**config.mk**
```make
export PLATFORM = sky130hd
export DESIGN_NAME = phase_octant_est
export DESIGN_NICKNAME = d
export VERILOG_FILES = /design/src/rtl/phase_est_pkg.sv /design/src/rtl/mag_sorter.sv /design/src/rtl/ratio_divider.sv /design/src/rtl/octant_offset.sv /design/src/rtl/octant_mapper.sv /design/src/rtl/phase_octant_est.sv
export SDC_FILE = /design/constraint.sdc
export NUM_CORES = 1
export LEC_CHECK = 0
export ABC_CLOCK_PERIOD_IN_PS = 9300
export BUFFER_PORTS_ARGS = -buffer_cell sky130_fd_sc_hd__buf_2
export CAP_MARGIN = 20
export CORE_MARGIN = 3
export CORE_UTILIZATION = 65
export DETAILED_ROUTE_END_ITERATION = 16
export GPL_TIMING_DRIVEN = 0
export MAX_ROUTING_LAYER = met4
export PLACE_DENSITY = 0.84
export SYNTH_ARGS = -nofsm -noshare
export SYNTH_HDL_FRONTEND = slang
export SYNTH_SLANG_ARGS = --single-unit
```
**constraint.sdc**
```tcl
create_clock -name clk -period 9.3 [get_ports clk]
set_input_delay 0.93 -clock clk [delete_from_list [all_inputs] [get_ports clk]]
set_output_delay 0.93 -clock clk [all_outputs]
set_load 0.05 [all_outputs]
```
**src/rtl/phase_est_pkg.sv**
```systemverilog
// Package: shared types for the octant-reduced phase estimator.
// Assumes: nothing beyond IEEE 1800-2017.
package phase_est_pkg;

    // Geometry of one input pair, captured when a computation starts.
    typedef struct packed {
        logic neg_a;   // in-phase sum is negative
        logic neg_b;   // quadrature sum is negative
        logic swap;    // |b| > |a|: the angle lies nearer the y axis
        logic equal;   // |a| == |b|
        logic zero;    // both sums are zero
    } pair_geom_t;

endpackage

```
**src/rtl/mag_sorter.sv**
```systemverilog
// mag_sorter: takes absolute values of two signed words and orders them.
// Assumes: combinational only. The most negative value maps to its magnitude
// 2^(IN_W-1), which still fits in IN_W unsigned bits.
module mag_sorter
    import phase_est_pkg::*;
#(
    parameter int IN_W = 16
) (
    input  logic signed [IN_W-1:0] a_in,
    input  logic signed [IN_W-1:0] b_in,
    output logic        [IN_W-1:0] mag_small,
    output logic        [IN_W-1:0] mag_large,
    output pair_geom_t             geom
);

    logic [IN_W-1:0] mag_a;
    logic [IN_W-1:0] mag_b;

    // Form magnitudes, the ordering and the geometry flags.
    always_comb begin
        mag_a      = a_in[IN_W-1] ? IN_W'(-a_in) : IN_W'(a_in);
        mag_b      = b_in[IN_W-1] ? IN_W'(-b_in) : IN_W'(b_in);
        geom.neg_a = a_in[IN_W-1];
        geom.neg_b = b_in[IN_W-1];
        geom.swap  = mag_b > mag_a;
        geom.equal = mag_b == mag_a;
        geom.zero  = (mag_a == '0) && (mag_b == '0);
        mag_small  = geom.swap ? mag_a : mag_b;
        mag_large  = geom.swap ? mag_b : mag_a;
    end

endmodule

```
**src/rtl/ratio_divider.sv**
```systemverilog
// ratio_divider: sequential restoring divider that produces
// floor(num * 2^Q_W / den) as a Q_W-bit fraction, one bit per cycle.
// Assumes: num <= den. The fraction saturates to all ones when num == den.
// A zero divisor yields a meaningless quotient that the caller discards.
module ratio_divider #(
    parameter int N_W = 16,
    parameter int Q_W = 10
) (
    input  logic           clk,
    input  logic           rst_n,
    input  logic           load,
    input  logic [N_W-1:0] num,
    input  logic [N_W-1:0] den,
    output logic [Q_W-1:0] quo,
    output logic           run,
    output logic           done
);

    localparam int CNT_W = $clog2(Q_W + 1);

    logic [N_W-1:0]   rem;
    logic [N_W-1:0]   den_q;
    logic [CNT_W-1:0] cnt;
    logic [N_W:0]     rem_dbl;
    logic             take;

    // One restoring step: double the remainder and subtract if it fits.
    always_comb begin
        rem_dbl = {rem, 1'b0};
        take    = rem_dbl >= {1'b0, den_q};
    end

    // Iterate Q_W steps after a load and pulse done once at the end.
    always_ff @(posedge clk) begin
        if (!rst_n) begin
            rem   <= '0;
            den_q <= '0;
            cnt   <= '0;
            quo   <= '0;
            run   <= 1'b0;
            done  <= 1'b0;
        end else begin
            done <= 1'b0;
            if (load) begin
                rem   <= num;
                den_q <= den;
                cnt   <= CNT_W'(Q_W);
                quo   <= '0;
                run   <= 1'b1;
            end else if (run) begin
                rem <= take ? N_W'(rem_dbl - {1'b0, den_q}) : rem_dbl[N_W-1:0];
                quo <= {quo[Q_W-2:0], take};
                cnt <= cnt - 1'b1;
                if (cnt == CNT_W'(1)) begin
                    run  <= 1'b0;
                    done <= 1'b1;
                end
            end
        end
    end

    // the partial remainder never exceeds the divisor, so every ratio is <= 1.
    a_r1_rem_bounded: assert property (@(posedge clk) disable iff (!rst_n)
        run |-> rem <= den_q);

endmodule

```
**src/rtl/octant_offset.sv**
```systemverilog
// octant_offset: maps a 0..1 ratio to a 0..45 degree offset in binary-angle
// counts. Below 1/2^LIN_SHIFT it scales the ratio linearly (atan(x) ~ x).
// Above that it reads a table that covers only the upper part of the octant.
// Assumes: ratio is an unsigned Q_W-bit fraction. The table values are
// computed at elaboration by a converging arctangent series.
module octant_offset #(
    parameter int Q_W       = 10,
    parameter int ANG_W     = 12,
    parameter int LUT_BITS  = 6,
    parameter int LIN_SHIFT = 3
) (
    input  logic [Q_W-1:0]   ratio,
    output logic [ANG_W-1:0] offset
);

    localparam real TWO_PI = 6.283185307179586;
    localparam int  LUT_N  = 1 << LUT_BITS;
    localparam int  LUT_LO = LUT_N >> LIN_SHIFT;
    localparam int  LUT_CNT = LUT_N - LUT_LO;
    localparam int  LIN_K  = int'((2.0 ** ANG_W) / TWO_PI);
    localparam int  P_W    = Q_W + ANG_W;

    // Arctangent of k/n in angle counts, from a series with ratio <= 1/2 per term.
    function automatic int atan_counts(input int k, input int n, input int aw);
        real x, y, term, sum;
        x    = real'(k) / real'(n);
        y    = (x * x) / (1.0 + x * x);
        term = x / (1.0 + x * x);
        sum  = 0.0;
        for (int j = 1; j <= 60; j++) begin
            sum  = sum + term;
            term = term * y * (2.0 * j) / (2.0 * j + 1.0);
        end
        return int'(sum * (2.0 ** aw) / TWO_PI);
    endfunction

    logic [ANG_W-1:0]    rom [LUT_CNT];
    logic [LUT_BITS-1:0] idx;
    logic [P_W-1:0]      lin_prod;
    logic                in_lin;

    for (genvar k = LUT_LO; k < LUT_N; k++) begin : g_rom
        localparam int ENTRY = atan_counts(k, LUT_N, ANG_W);
        assign rom[k - LUT_LO] = ANG_W'(ENTRY);
    end

    // Choose between the linear region and the truncated table lookup.
    always_comb begin
        idx      = ratio[Q_W-1 -: LUT_BITS];
        in_lin   = ratio < Q_W'(1 << (Q_W - LIN_SHIFT));
        lin_prod = P_W'(ratio) * P_W'(LIN_K);
        if (in_lin) offset = lin_prod[Q_W +: ANG_W];
        else        offset = rom[idx - LUT_BITS'(LUT_LO)];
    end

endmodule

```
**src/rtl/octant_mapper.sv**
```systemverilog
// octant_mapper: places an in-octant offset on the full circle using the
// input signs and which input has the larger magnitude. The result wraps
// modulo 2^ANG_W.
// Assumes: offset <= 1/8 turn. Combinational only.
module octant_mapper
    import phase_est_pkg::*;
#(
    parameter int ANG_W = 12
) (
    input  pair_geom_t       geom,
    input  logic [ANG_W-1:0] offset,
    output logic [ANG_W-1:0] angle
);

    localparam logic [ANG_W-1:0] QTR  = ANG_W'(1 << (ANG_W - 2));
    localparam logic [ANG_W-1:0] HALF = ANG_W'(1 << (ANG_W - 1));
    localparam logic [ANG_W-1:0] TQTR = QTR + HALF;

    // Octant table indexed by {neg_a, neg_b, swap}.
    always_comb begin
        unique case ({geom.neg_a, geom.neg_b, geom.swap})
            3'b000:  angle = offset;
            3'b001:  angle = QTR - offset;
            3'b100:  angle = HALF - offset;
            3'b101:  angle = QTR + offset;
            3'b110:  angle = HALF + offset;
            3'b111:  angle = TQTR - offset;
            3'b010:  angle = '0 - offset;
            default: angle = TQTR + offset;
        endcase
    end

endmodule

```
**src/rtl/phase_octant_est.sv**
```systemverilog
// phase_octant_est: phase of a measured tone from two signed correlation
// sums. It captures the inputs on an idle start, divides the smaller
// magnitude by the larger, converts the ratio to an in-octant offset and
// maps it onto the circle. The strobe comes Q_W+1 edges after start.
// Assumes: start is ignored while busy. Inputs only need to be stable
// in the start cycle.
module phase_octant_est
    import phase_est_pkg::*;
#(
    parameter int IN_W      = 16,
    parameter int Q_W       = 10,
    parameter int ANG_W     = 12,
    parameter int LUT_BITS  = 6,
    parameter int LIN_SHIFT = 3
) (
    input  logic                   clk,
    input  logic                   rst_n,
    input  logic                   start,
    input  logic signed [IN_W-1:0] corr_a,
    input  logic signed [IN_W-1:0] corr_b,
    output logic [ANG_W-1:0]       phase,
    output logic                   phase_vld,
    output logic                   phase_bad
);

    localparam logic [ANG_W-1:0] EIGHTH = ANG_W'(1 << (ANG_W - 3));

    logic [IN_W-1:0]  mag_small;
    logic [IN_W-1:0]  mag_large;
    pair_geom_t       geom_in;
    pair_geom_t       geom_q;
    logic [Q_W-1:0]   ratio;
    logic             div_run;
    logic             div_done;
    logic             busy;
    logic             accept;
    logic [ANG_W-1:0] lut_off;
    logic [ANG_W-1:0] off_sel;
    logic [ANG_W-1:0] mapped;

    mag_sorter #(.IN_W(IN_W)) u_sort (
        .a_in(corr_a), .b_in(corr_b),
        .mag_small(mag_small), .mag_large(mag_large), .geom(geom_in)
    );

    ratio_divider #(.N_W(IN_W), .Q_W(Q_W)) u_div (
        .clk(clk), .rst_n(rst_n), .load(accept),
        .num(mag_small), .den(mag_large),
        .quo(ratio), .run(div_run), .done(div_done)
    );

    octant_offset #(.Q_W(Q_W), .ANG_W(ANG_W), .LUT_BITS(LUT_BITS),
                    .LIN_SHIFT(LIN_SHIFT)) u_off (
        .ratio(ratio), .offset(lut_off)
    );

    octant_mapper #(.ANG_W(ANG_W)) u_map (
        .geom(geom_q), .offset(off_sel), .angle(mapped)
    );

    // Accept a new request only when no computation is running or finishing.
    always_comb begin
        busy    = div_run | div_done;
        accept  = start & ~busy;
        off_sel = geom_q.equal ? EIGHTH : lut_off;
    end

    // Hold the geometry of the accepted pair until its result leaves.
    always_ff @(posedge clk) begin
        if (!rst_n)      geom_q <= '0;
        else if (accept) geom_q <= geom_in;
    end

    // Register the final angle and strobes on the divider's done pulse.
    always_ff @(posedge clk) begin
        if (!rst_n) begin
            phase     <= '0;
            phase_vld <= 1'b0;
            phase_bad <= 1'b0;
        end else begin
            phase_vld <= div_done;
            phase_bad <= div_done & geom_q.zero;
            if (div_done) phase <= geom_q.zero ? '0 : mapped;
        end
    end

    // the offset used for mapping never exceeds one eighth of a turn.
    a_r1_offset_in_octant: assert property (@(posedge clk) disable iff (!rst_n)
        div_done |-> off_sel <= EIGHTH);

    // the result strobe lasts a single cycle.
    a_r7_single_pulse: assert property (@(posedge clk) disable iff (!rst_n)
        phase_vld |=> !phase_vld);

    // the zero-input flag only appears with a strobe and a zero angle.
    a_r6_bad_with_zero: assert property (@(posedge clk) disable iff (!rst_n)
        phase_bad |-> (phase_vld && phase == '0));

    // a start while busy leaves the captured geometry untouched.
    a_r8_busy_keeps_geom: assert property (@(posedge clk) disable iff (!rst_n)
        (start && busy) |=> $stable(geom_q));

endmodule

```
# Word level (Yosys, flattened, before mapping)
# Memories as Yosys holds them, arrays and structs flattened.
# Cells that the tools add are included.
[totals] n_memories=1 input_bits=35 elab_cells=74 regBits=67 romBits=768
[memory_table] name="(name not given)" depth=64 word_bits=12 read_ports=1 rd_clocked_by_memory_dff=0 write_ports=0 line="octant_offset.sv:53" text="else offset = rom[idx - LUT_BITS'(LUT_LO)];"
[classes] reduce_logical=7 mux=19 n_eq_ne=8 add_sub_neg=12 bitwise=7 order_cmp=4 mul=1
[op_table] operator="$mux 16" count=7
[op_table] operator="$pmux 12 s7" count=1
[op_table] operator="$mux 12" count=5
[op_table] operator="$logic_not 16->1" count=2
[op_table] operator="$neg 16->16" count=2
[op_table] operator="$add 12x12->12 const A" count=2
[op_table] operator="$sub 12x12->12 const A" count=2
[op_table] operator="$mul 10x8->18 const B" count=1
[op_table] operator="$ge 17x16->1" count=1
[op_table] operator="$eq 16x16->1" count=1
[op_table] operator="$gt 16x16->1" count=1
[op_table] operator="$sub 16x16->16" count=1
[op_table] operator="$add 11x12->12 const A" count=1
[op_table] operator="$eq 3x3->1 const B" count=4
[op_table] operator="$sub 1x12->12 const A" count=1
[op_table] operator="$sub 11x12->12 const A" count=1
[op_table] operator="$lt 10x8->1 const B" count=1
[op_table] operator="$mux 4" count=2
[op_table] operator="$ge 7x7->1 const B" count=1
[op_table] operator="$not 6->7" count=1
[op_table] operator="$sub 6x4->6 const B" count=1
[op_table] operator="$eq 4x1->1 const B" count=1
[op_table] operator="$mux 1" count=4
[op_table] operator="$sub 4x1->4 const B" count=1
[op_table] operator="10 further kinds" count=13

# Depth between registers and ports, before layout
# Gate-level depths: netlist (run 1).
[logic_depth] depth_word=10 depth_mapped=21 depth_no_buf=19

# Modules after synthesis
# Synthesis (run 1) repeated with hierarchy kept, for this count alone.
[unflattened] hier_cells=1057 area_unflattened_um2=8439.3
[by_module_without_submodules] mod="ratio_divider" cells_each=330 n_inst=1 area_each_um2=2846.5 seq_area_each_um2=960.9
[by_module_without_submodules] mod="octant_offset" cells_each=301 n_inst=1 area_each_um2=2402.3 seq_area_each_um2=0.0
[by_module_without_submodules] mod="mag_sorter" cells_each=278 n_inst=1 area_each_um2=1948.1 seq_area_each_um2=0.0
[by_module_without_submodules] mod="phase_octant_est" cells_each=92 n_inst=1 area_each_um2=864.6 seq_area_each_um2=380.4
[by_module_without_submodules] mod="octant_mapper" cells_each=56 n_inst=1 area_each_um2=377.9 seq_area_each_um2=0.0

# Worst setup path after synthesis (run 1)
# OpenSTA, ideal clock, no wires.
[synth_path] path_type="input port to flip-flop" from="input port corr_b[6]" to="register u_div.den_q[15]" n_path_buf=1 setup_slack_ns=4.354 stages=14 required_time_ns=9.209 setup_ns=0.091 arrival_time_ns=4.855 path_cell_list="or4_4 -> or3_4 -> or4_4 -> nor4b_1 -> ha_1 -> and3_1 -> nand4_1 -> nor4_1 -> nor2_1 -> o21a_1 -> nor2_1 -> clkbuf_1 -> nand2_1 -> a311oi_1"
[synth_via] elab_chain_len=4
[synth_rtl] item="from (decl)" line="phase_octant_est.sv:20" text="input logic signed [IN_W-1:0] corr_b,"
[synth_rtl] item="$neg 16->16" line="mag_sorter.sv:22" text="mag_b = b_in[IN_W-1] ? IN_W'(-b_in) : IN_W'(b_in);"
[synth_rtl] item="$mux 16 *" line="mag_sorter.sv:22"
[synth_rtl] item="$gt 16x16->1" line="mag_sorter.sv:25" text="geom.swap = mag_b > mag_a;"
[synth_rtl] item="$mux 16 *" line="mag_sorter.sv:29" text="mag_large = geom.swap ? mag_b : mag_a;"
[synth_rtl] item="to (signal assigned)" line="ratio_divider.sv:46" text="den_q <= den;"
[synth_rtl] item="to (decl)" line="ratio_divider.sv:22" text="logic [N_W-1:0] den_q;"
# Mark *: on every way between the ends. The rest lies on a longest branch, timed or not.
# A chain may end at the register's enable or synchronous reset.

# Worst setup path after layout (run 1)
[layout_path] from="input port corr_b[6]" to="register u_div.rem[12]"
[layout_via] elab_chain_len=5
[layout_rtl] item="$neg 16->16" line="mag_sorter.sv:22"
[layout_rtl] item="$mux 16 *" line="mag_sorter.sv:22"
[layout_rtl] item="$gt 16x16->1" line="mag_sorter.sv:25"
[layout_rtl] item="$mux 16 *" line="mag_sorter.sv:28" text="mag_small = geom.swap ? mag_a : mag_b;"
[layout_rtl] item="$mux 16 *" line="ratio_divider.sv:44" text="if (load) begin"
[layout_rtl] item="to (signal assigned)" line="ratio_divider.sv:45" text="rem <= num;"
[layout_rtl] item="to (signal assigned)" line="ratio_divider.sv:51" text="rem <= take ? N_W'(rem_dbl - {1'b0, den_q}) : rem_dbl[N_W-1:0];"
[layout_rtl] item="to (decl)" line="ratio_divider.sv:21" text="logic [N_W-1:0] rem;"
# Marks and branches as above.

==> results of run 1 <==
[area by class of cell]
cell class / count / area [µm²]
Timing Repair Buffer: 48 / 240
Clock inverter: 5 / 55.1
Clock buffer: 10 / 128
Tap cell: 136 / 170
Inverter: 84 / 315
Buffer: 43 / 166
Fill cell: 891 / 2740
Sequential cell: 67 / 1340
Multi-Input combinational cell: 723 / 5440
[worst reg2reg max path, stage by stage (launching register included)]
cell and delay [ns]:
sky130_fd_sc_hd__dfxtp_1 0.51, sky130_fd_sc_hd__buf_2 0.28, sky130_fd_sc_hd__buf_2 0.27, sky130_fd_sc_hd__inv_1 0.15, sky130_fd_sc_hd__ha_1 0.44, sky130_fd_sc_hd__ha_1 0.33, sky130_fd_sc_hd__inv_1 0.05, sky130_fd_sc_hd__fa_1 0.53
sky130_fd_sc_hd__inv_1 0.05, sky130_fd_sc_hd__ha_1 0.37, sky130_fd_sc_hd__a21o_1 0.22, sky130_fd_sc_hd__a32oi_1 0.19, sky130_fd_sc_hd__o21ai_0 0.24, sky130_fd_sc_hd__nor3b_1 0.23, sky130_fd_sc_hd__o31ai_1 0.39, sky130_fd_sc_hd__and2_1 0.26
sky130_fd_sc_hd__nand3b_1 0.17, sky130_fd_sc_hd__o311a_1 0.36, sky130_fd_sc_hd__a211o_1 0.26
[cells by family (layout without fill, tap and decap cells)]
logic type               Yosys count  in the layout  synth area share, %
buffers and inverters            127            190                 6.63
XOR/XNOR                          56             56                 6.75
flip-flops                        67             67                 18.5
AO/OA/AOI/OAI                    266            266                 24.4
multiplexers                      38             38                 6.32
adder cells (fa/ha/maj)          110            110                 19.9
AND/OR/NAND/NOR                  253            253                 17.6
[cell usage in the layout, fill, tap and decap left out, types with 12 or more instances in the layout]
master,netlist,routed
sky130_fd_sc_hd__inv_1,83,83
sky130_fd_sc_hd__mux2i_1,29,29
sky130_fd_sc_hd__a31oi_1,14,14
sky130_fd_sc_hd__a21oi_1,51,51
sky130_fd_sc_hd__ha_1,101,101
sky130_fd_sc_hd__a21o_1,16,16
sky130_fd_sc_hd__nand4_1,12,12
sky130_fd_sc_hd__nor3_1,16,16
sky130_fd_sc_hd__a221oi_1,14,14
sky130_fd_sc_hd__nand3_1,23,23
sky130_fd_sc_hd__o21ai_0,73,73
sky130_fd_sc_hd__xor2_1,23,23
sky130_fd_sc_hd__xnor2_1,33,33
sky130_fd_sc_hd__nand2b_1,15,15
sky130_fd_sc_hd__buf_2,4,52
sky130_fd_sc_hd__dfxtp_1,67,67
sky130_fd_sc_hd__clkbuf_1,32,33
sky130_fd_sc_hd__nand2_1,73,73
sky130_fd_sc_hd__o211ai_1,17,17
sky130_fd_sc_hd__nor2_1,51,51
sky130_fd_sc_hd__nor2b_1,14,14
[worst min-delay path by stage]
stage	start	end	slack, ns	cells after the start
after floorplan	u_div.den_q[3]$_SDFFE_PN0P_	u_div.den_q[3]$_SDFFE_PN0P_	0.43	2
after global placement	u_div.den_q[3]$_SDFFE_PN0P_	u_div.den_q[3]$_SDFFE_PN0P_	0.44	2
after detailed placement	u_div.den_q[3]$_SDFFE_PN0P_	u_div.den_q[3]$_SDFFE_PN0P_	0.44	2
after CTS	u_div.den_q[3]$_SDFFE_PN0P_	u_div.den_q[3]$_SDFFE_PN0P_	0.45	2
after global routing	u_div.den_q[2]$_SDFFE_PN0P_	u_div.den_q[2]$_SDFFE_PN0P_	0.47	2
final	u_div.den_q[3]$_SDFFE_PN0P_	u_div.den_q[3]$_SDFFE_PN0P_	0.45	2
[metal layers]
metal,GRT usage [%],vias up,routed length [µm]
met1,37.1,3275,8070
li1,-,3455,-
met5,-,-,0
met2,55.6,252,9700
met3,5.00,81,960
met4,14.0,0,865
[flip-flops by register name (all words and copies together) (netlist names)]
register	flops
geom_q	5
phase	12
phase_bad	1
phase_vld	1
u_div.cnt	4
u_div.den_q	16
u_div.done	1
u_div.quo	10
u_div.rem	16
u_div.run	1
[power by group]
group | switching [mW] | total (mW) | internal, mW
sequential | 0.0191 | 0.331 | 0.312
clock | 0.114 | 0.235 | 0.121
combinational | 0.264 | 0.453 | 0.189
total | 0.397 | 1.02 | 0.622
==> reports/qor.txt, run 1 <==
Highest-delay cell along the critical path -> sky130_fd_sc_hd__nor4b_1
Final core utilization -> 74.1%
Number of buffers and inverters on the critical path -> 2
Chain of cells forming the critical path -> buf_2 > or4_4 > or3_4 > or4_4 > nor4b_1 > ha_1 > and3_1 > nand4_1 > nor4_1 > nor2_1 > o21ai_1 > nand2_1 > clkbuf_1 > o21ai_0 > a221oi_1
Share of layout cells above drive strength 1 -> 9.18%
Maximum clock path buffer count -> 2
RSZ-0062 raised after global routing -> false
Placement Cell Area -> 7680 µm²
Number of buffers created by CTS -> 9
Global-route wire length before repair -> 32,400 µm
Fraction of the cycle the final worst path needs -> 62.2%
Antenna violations before repair -> 0
Startpoint class of the critical path -> input port
Cell type with the highest occurrence count on the critical path -> sky130_fd_sc_hd__or4_4
Area of the die -> 12,500 µm²
Final net count -> 1,121
Total power -> 1.02 mW
P per Cell Area -> 130 nW/µm²
Detailed-routing iteration count for the pre-antenna-repair pass -> 5
Hold Fails Final Rpt -> 0
Largest net degree at the start of global routing -> 14
Total number of vias -> 7,063
Max-slew headroom at the worst pin -> 42.8%
EDFF count, synth -> 0
Capturing point of the worst reg2reg path -> phase[11]$_SDFFE_PN0P_
Post-CTS Resized -> 0
Top delay family on crit path -> simple AND/OR/NAND/NOR gates
Final setup skew -> 0.0129 ns
Starting Density -> 68.5%
Combined area of all synthesized cells -> 7270 µm²
Count of pins on the block boundary -> 49
RD Place Congestion -> 0.994
Post-detailed-placement half-perimeter wirelength -> 15,600 µm
Global route overflow -> 0
Slew Viols, Final -> 0
Predominant post-synthesis flop cell -> sky130_fd_sc_hd__dfxtp_1
Number of storage elements in the synthesis netlist -> 67
Synth-to-Final Area Change -> 8.16%
Final setup violation count -> 0
Worst EP required -> 9.51 ns
Number of H-tree branching levels -> 3
Result of the run -> finished clean
Type of the worst min-delay path -> register to register
Setup crit end -> u_div.rem[12]$_SDFFE_PN0P_
Via count of the first global-routing pass -> 6,849
R2R Setup Slk -> 3.89 ns
Slack of the critical path -> 3.52 ns
Number of remaining DRC errors -> 0
Count of port buffers added during placement -> 48
Placed cell count -> 1,101
Routed WL -> 19,600 µm
Peak fanout along the critical path -> 10
Most numerous cell in the Yosys netlist -> sky130_fd_sc_hd__ha_1
Warnings from Yosys -> 0
Cell count after synthesis -> 917
WL/cell -> 17.6 µm
Die span in y -> 112 µm
Number of clock sinks seen by CTS -> 67
Fmax -> 0.173 GHz
Average cell area after synthesis -> 7.92 µm²
First element of the critical path -> corr_b[6]
Setup Fix Bufs, Post-CTS -> 0
Async SR Flop Fraction -> 0%
CP peak stage delay -> 0.76 ns
GR Util All Layers -> 32.3%
Leakage power summed over all cells -> 3.55 nW
Most area-consuming cells after synthesis -> sky130_fd_sc_hd__dfxtp_1 (18%), sky130_fd_sc_hd__ha_1 (17%), sky130_fd_sc_hd__o21ai_0 (5.0%)
Tightest Pin Transition -> 0.846 ns
Final sum of negative setup slack -> 0 ns
Clock-pin transition on the worst setup and hold timing paths -> 0.07 ns
Area of the core -> 10,600 µm²
Synth cell count leaders -> sky130_fd_sc_hd__ha_1 (101), sky130_fd_sc_hd__inv_1 (83), sky130_fd_sc_hd__nand2_1 (73), sky130_fd_sc_hd__o21ai_0 (73), sky130_fd_sc_hd__dfxtp_1 (67)
Area of all placed cells without fillers -> 7860 µm²
Count of cells along the worst register-to-register path -> 18
Max-cap viol count -> 0
Clock tree from TritonCTS -> done
Hold bufs inserted after CTS -> 0
Net Count, Synth -> 1,062
Count of cell instances traversed by the critical path -> 15
Clock network latency to the later pin of the worst-skew pair -> 0.37 ns
Site row count -> 37
Antenna Nets Post-Route -> 0
Time the final worst path needs with I/O delays and setup -> 5.78 ns
Final standard cell count with taps included and fillers excluded -> 1,116
Ant diodes -> 0
Worst-case setup slack after placement -> 3.27 ns
Critical Path AT -> 5.99 ns
Launch point of the worst reg-to-reg path -> u_div.quo[7]$_SDFFE_PP0P_
Library cell with the largest summed area after synthesis -> sky130_fd_sc_hd__dfxtp_1
Via/cell ratio -> 6.33
Worst IR Drop VDD -> 0.000122 V
Initial DRC count -> 557
Yosys cell types -> 72
Critical path capture point type -> register
Clock root buffer -> sky130_fd_sc_hd__clkbuf_8
Worst hold slack across all endpoints -> 0.454 ns
Area share of the leading cell type in the synthesized netlist -> 18.5%
Horiz. Die Dim -> 112 µm
Classification of the worst setup path -> input port to register
Share of synthesized area occupied by flip-flops and latches -> 18.5%
Power figures use the tool's default switching activity.
==> run 2, diff against run 1 <==
- ABC_CLOCK_PERIOD_IN_PS: 9300 -> 4900
- CORE_UTILIZATION: 65 -> 57
- PLACE_DENSITY: 0.84 -> 0.78
- clock period: 9.3 -> 4.9 ns (I/O delays scaled with it)
==> reports/qor.txt, run 2 (synthesis results as in run 1) <==
Result of the run -> finished clean
Count of pins on the block boundary -> 49 (unchanged)
Maximum clock path buffer count -> 2 (unchanged)
Number of H-tree branching levels -> 3 (unchanged)
Count of port buffers added during placement -> 48 (unchanged)
Number of remaining DRC errors -> 0 (unchanged)
RD Place Congestion -> 0.987 (-0.71%)
Hold depth -> 3 (+1)
Area of the die -> 14,100 µm² (+13%)
Final net count -> 1,124 (+0.27%)
Placement Cell Area -> 7720 µm² (+0.52%)
Clock root buffer -> sky130_fd_sc_hd__clkbuf_16
Global route overflow -> 0 (unchanged)
Via/cell ratio -> 6.22 (-1.7%)
Critical path capture point type -> register
Fraction of the cycle the final worst path needs -> 97.1%
Hold Fails Final Rpt -> 0 (unchanged)
Number of buffers created by CTS -> 9 (unchanged)
Tightest Pin Transition -> 0.855 ns (+0.00843 ns)
Placed cell count -> 1,133 (+2.9%)
Area of the core -> 12,200 µm² (+15%)
Final setup violation count -> 0 (unchanged)
Synth-to-Final Area Change -> 12.5%
RSZ-0062 raised after global routing -> true
Slew Viols, Final -> 0 (unchanged)
Time the final worst path needs with I/O delays and setup -> 4.76 ns
Most frequent cells in the layout -> sky130_fd_sc_hd__ha_1 (98), sky130_fd_sc_hd__inv_1 (83), sky130_fd_sc_hd__nand2_1 (73)
Critical hold path startpoint -> rst_n
Final core utilization -> 66.9% (-7.2 points)
Horiz. Die Dim -> 119 µm (+6.4%)
Launch point of the worst reg-to-reg path -> u_div.quo[5]$_SDFFE_PP0P_
Critical Path AT -> 4.99 ns (-1.00 ns)
Worst EP required -> 5.13 ns (-4.38 ns)
Ant diodes -> 0 (unchanged)
Worst IR Drop VDD -> 0.000402 V (+230%)
Total number of vias -> 7,169 (+1.5%)
Count of fill cells added during filler insertion -> 1,097 (+23%)
Final setup skew -> 0.00737 ns (-0.00553 ns)
Classification of the worst setup path -> register to register
Fmax -> 0.210 GHz
Clock network latency to the later pin of the worst-skew pair -> 0.34 ns (-0.03 ns)
Count of cells along the worst register-to-register path -> 17 (-1)
Area of all placed cells without fillers -> 8170 µm² (+4.0%)
Number of clock sinks seen by CTS -> 67 (unchanged)
Largest regs -> u_div.den_q: 16 flops, u_div.rem: 16 flops, phase: 12 flops
Peak fanout along the critical path -> 10 (unchanged)
Max-cap viol count -> 0 (unchanged)
R2R Setup Slk -> 0.14 ns (-3.75 ns)
Via count of the first global-routing pass -> 6,814 (-0.51%)
Post-detailed-placement half-perimeter wirelength -> 15,600 µm (+0.18%)
Type of the worst min-delay path -> input port to register
Routed WL -> 20,300 µm (+3.4%)
Max-slew headroom at the worst pin -> 42.5% (-0.29 points)
Capturing point of the worst reg2reg path -> phase[11]$_SDFFE_PN0P_
P per Cell Area -> 271 nW/µm² (+110%)
Leakage power summed over all cells -> 3.67 nW (+3.4%)
Startpoint class of the critical path -> register
Antenna violations before repair -> 0 (unchanged)
Final standard cell count with taps included and fillers excluded -> 1,152 (+3.2%)
GR Util All Layers -> 28.8% (-3.5 points)
Hold endpoint -> phase_vld$_SDFF_PN0_
Starting Density -> 59.5% (-9.0 points)
Clock-pin transition on the worst setup and hold timing paths -> 0.06 ns (about the same)
WL/cell -> 17.6 µm (+0.18%)
Share of layout cells above drive strength 1 -> 11.8% (+2.6 points)
Detailed-routing iteration count for the pre-antenna-repair pass -> 8 (+3)
Largest net degree at the start of global routing -> 19 (+5)
Worst hold slack across all endpoints -> 0.421 ns (-0.0333 ns)
Most common library cell in the layout ignoring fill and taps -> sky130_fd_sc_hd__ha_1
Site row count -> 40 (+8.1%)
Die span in y -> 119 µm (+6.4%)
Clock tree from TritonCTS -> done
Antenna Nets Post-Route -> 0 (unchanged)
Initial DRC count -> 571 (+2.5%)
Final sum of negative setup slack -> 0 ns (unchanged)
Global-route wire length before repair -> 32,900 µm (+1.3%)
run 2: cell count changes in the layout (fill, tap and decap cells not counted), moves of 3 or more:
cell                        change
sky130_fd_sc_hd__ha_1           -3
sky130_fd_sc_hd__buf_4          +5
sky130_fd_sc_hd__clkbuf_16      +9
sky130_fd_sc_hd__dfxtp_2        +5
sky130_fd_sc_hd__clkbuf_1       -4
sky130_fd_sc_hd__ha_2           +3
sky130_fd_sc_hd__clkbuf_8       -8
sky130_fd_sc_hd__dfxtp_1        -7
run 2: where the power goes:
group          switching (mW)  leakage (nW)  internal, mW  total (mW)
Combinational           0.508          2.96         0.359       0.867
Sequential             0.0369         0.553         0.592       0.629
Clock                   0.260         0.155         0.459       0.719
run 2: routing by layer:
| layer | routed length, µm | track usage, % | share of wire [%] | up-vias |
|---|---|---|---|---|
| li1 | - | - | - | 3472 |
| met1 | 8440 | 33.6 | 42 | 3413 |
| met2 | 10400 | 51.7 | 51 | 240 |
| met3 | 934 | 3.85 | 4.6 | 44 |
| met4 | 466 | 8.54 | 2.3 | 0 |
| met5 | 0 | - | 0 | - |
run 2: critical path, cell delays in order (launching register included):
cell and delay [ns]:
sky130_fd_sc_hd__dfxtp_4 0.38, sky130_fd_sc_hd__ha_1 0.28, sky130_fd_sc_hd__ha_1 0.31, sky130_fd_sc_hd__fa_1 0.50, sky130_fd_sc_hd__inv_1 0.06, sky130_fd_sc_hd__fa_1 0.55
sky130_fd_sc_hd__inv_1 0.05, sky130_fd_sc_hd__ha_2 0.29, sky130_fd_sc_hd__buf_4 0.18, sky130_fd_sc_hd__and4_1 0.17, sky130_fd_sc_hd__a32oi_1 0.13, sky130_fd_sc_hd__o21ai_1 0.18
sky130_fd_sc_hd__nor3b_1 0.20, sky130_fd_sc_hd__o31ai_1 0.33, sky130_fd_sc_hd__and2_1 0.24, sky130_fd_sc_hd__nand3b_1 0.17, sky130_fd_sc_hd__o311a_1 0.37, sky130_fd_sc_hd__a211o_1 0.26
run 2: area by class of cell:
class / count / area, µm² / area share [%]
Clock buffer: 10 / 239 / 2.92
Clock inverter: 6 / 88.8 / 1.09
Inverter: 84 / 315 / 3.86
Multi-Input combinational cell: 723 / 5520 / 67.5
Buffer: 42 / 174 / 2.13
Tap cell: 168 / 210 / 2.57
Sequential cell: 67 / 1360 / 16.6
Timing Repair Buffer: 52 / 270 / 3.31
run 2: how the worst max path moves through the flow:
stage / startpoint / endpoint / slack [ns] / cells after the start
2_1_floorplan: u_div.quo[4]$_SDFFE_PP0P_ / phase[10]$_SDFFE_PN0P_ / 0.23 / 16
3_3_place_gp: corr_b[6] / u_div.rem[3]$_SDFFE_PN0P_ / -0.69 / 15
3_5_place_dp: corr_b[6] / u_div.rem[3]$_SDFFE_PN0P_ / -0.68 / 15
4_1_cts: u_div.quo[9]$_SDFFE_PP0P_ / phase[10]$_SDFFE_PN0P_ / 0.003 / 16
5_1_grt: u_div.quo[7]$_SDFFE_PP0P_ / phase[10]$_SDFFE_PN0P_ / -0.04 / 17
6_report: u_div.quo[5]$_SDFFE_PP0P_ / phase[11]$_SDFFE_PN0P_ / 0.14 / 17
run 2: repair_timing:
action,CTS,global route
gates resized for setup,15,18
setup buffers,0,4
pin swaps,0,5
hold buffers,0,0
setup endpoints to repair,36,30
run 2: stage by stage:
step                worst slack [ns]  power, mW
global placement              -0.689       1.48
CTS                          0.00323       2.20
finish                         0.140       2.21
global route                 -0.0412       2.35
floorplan                      0.234       1.28
detailed placement            -0.676       1.49
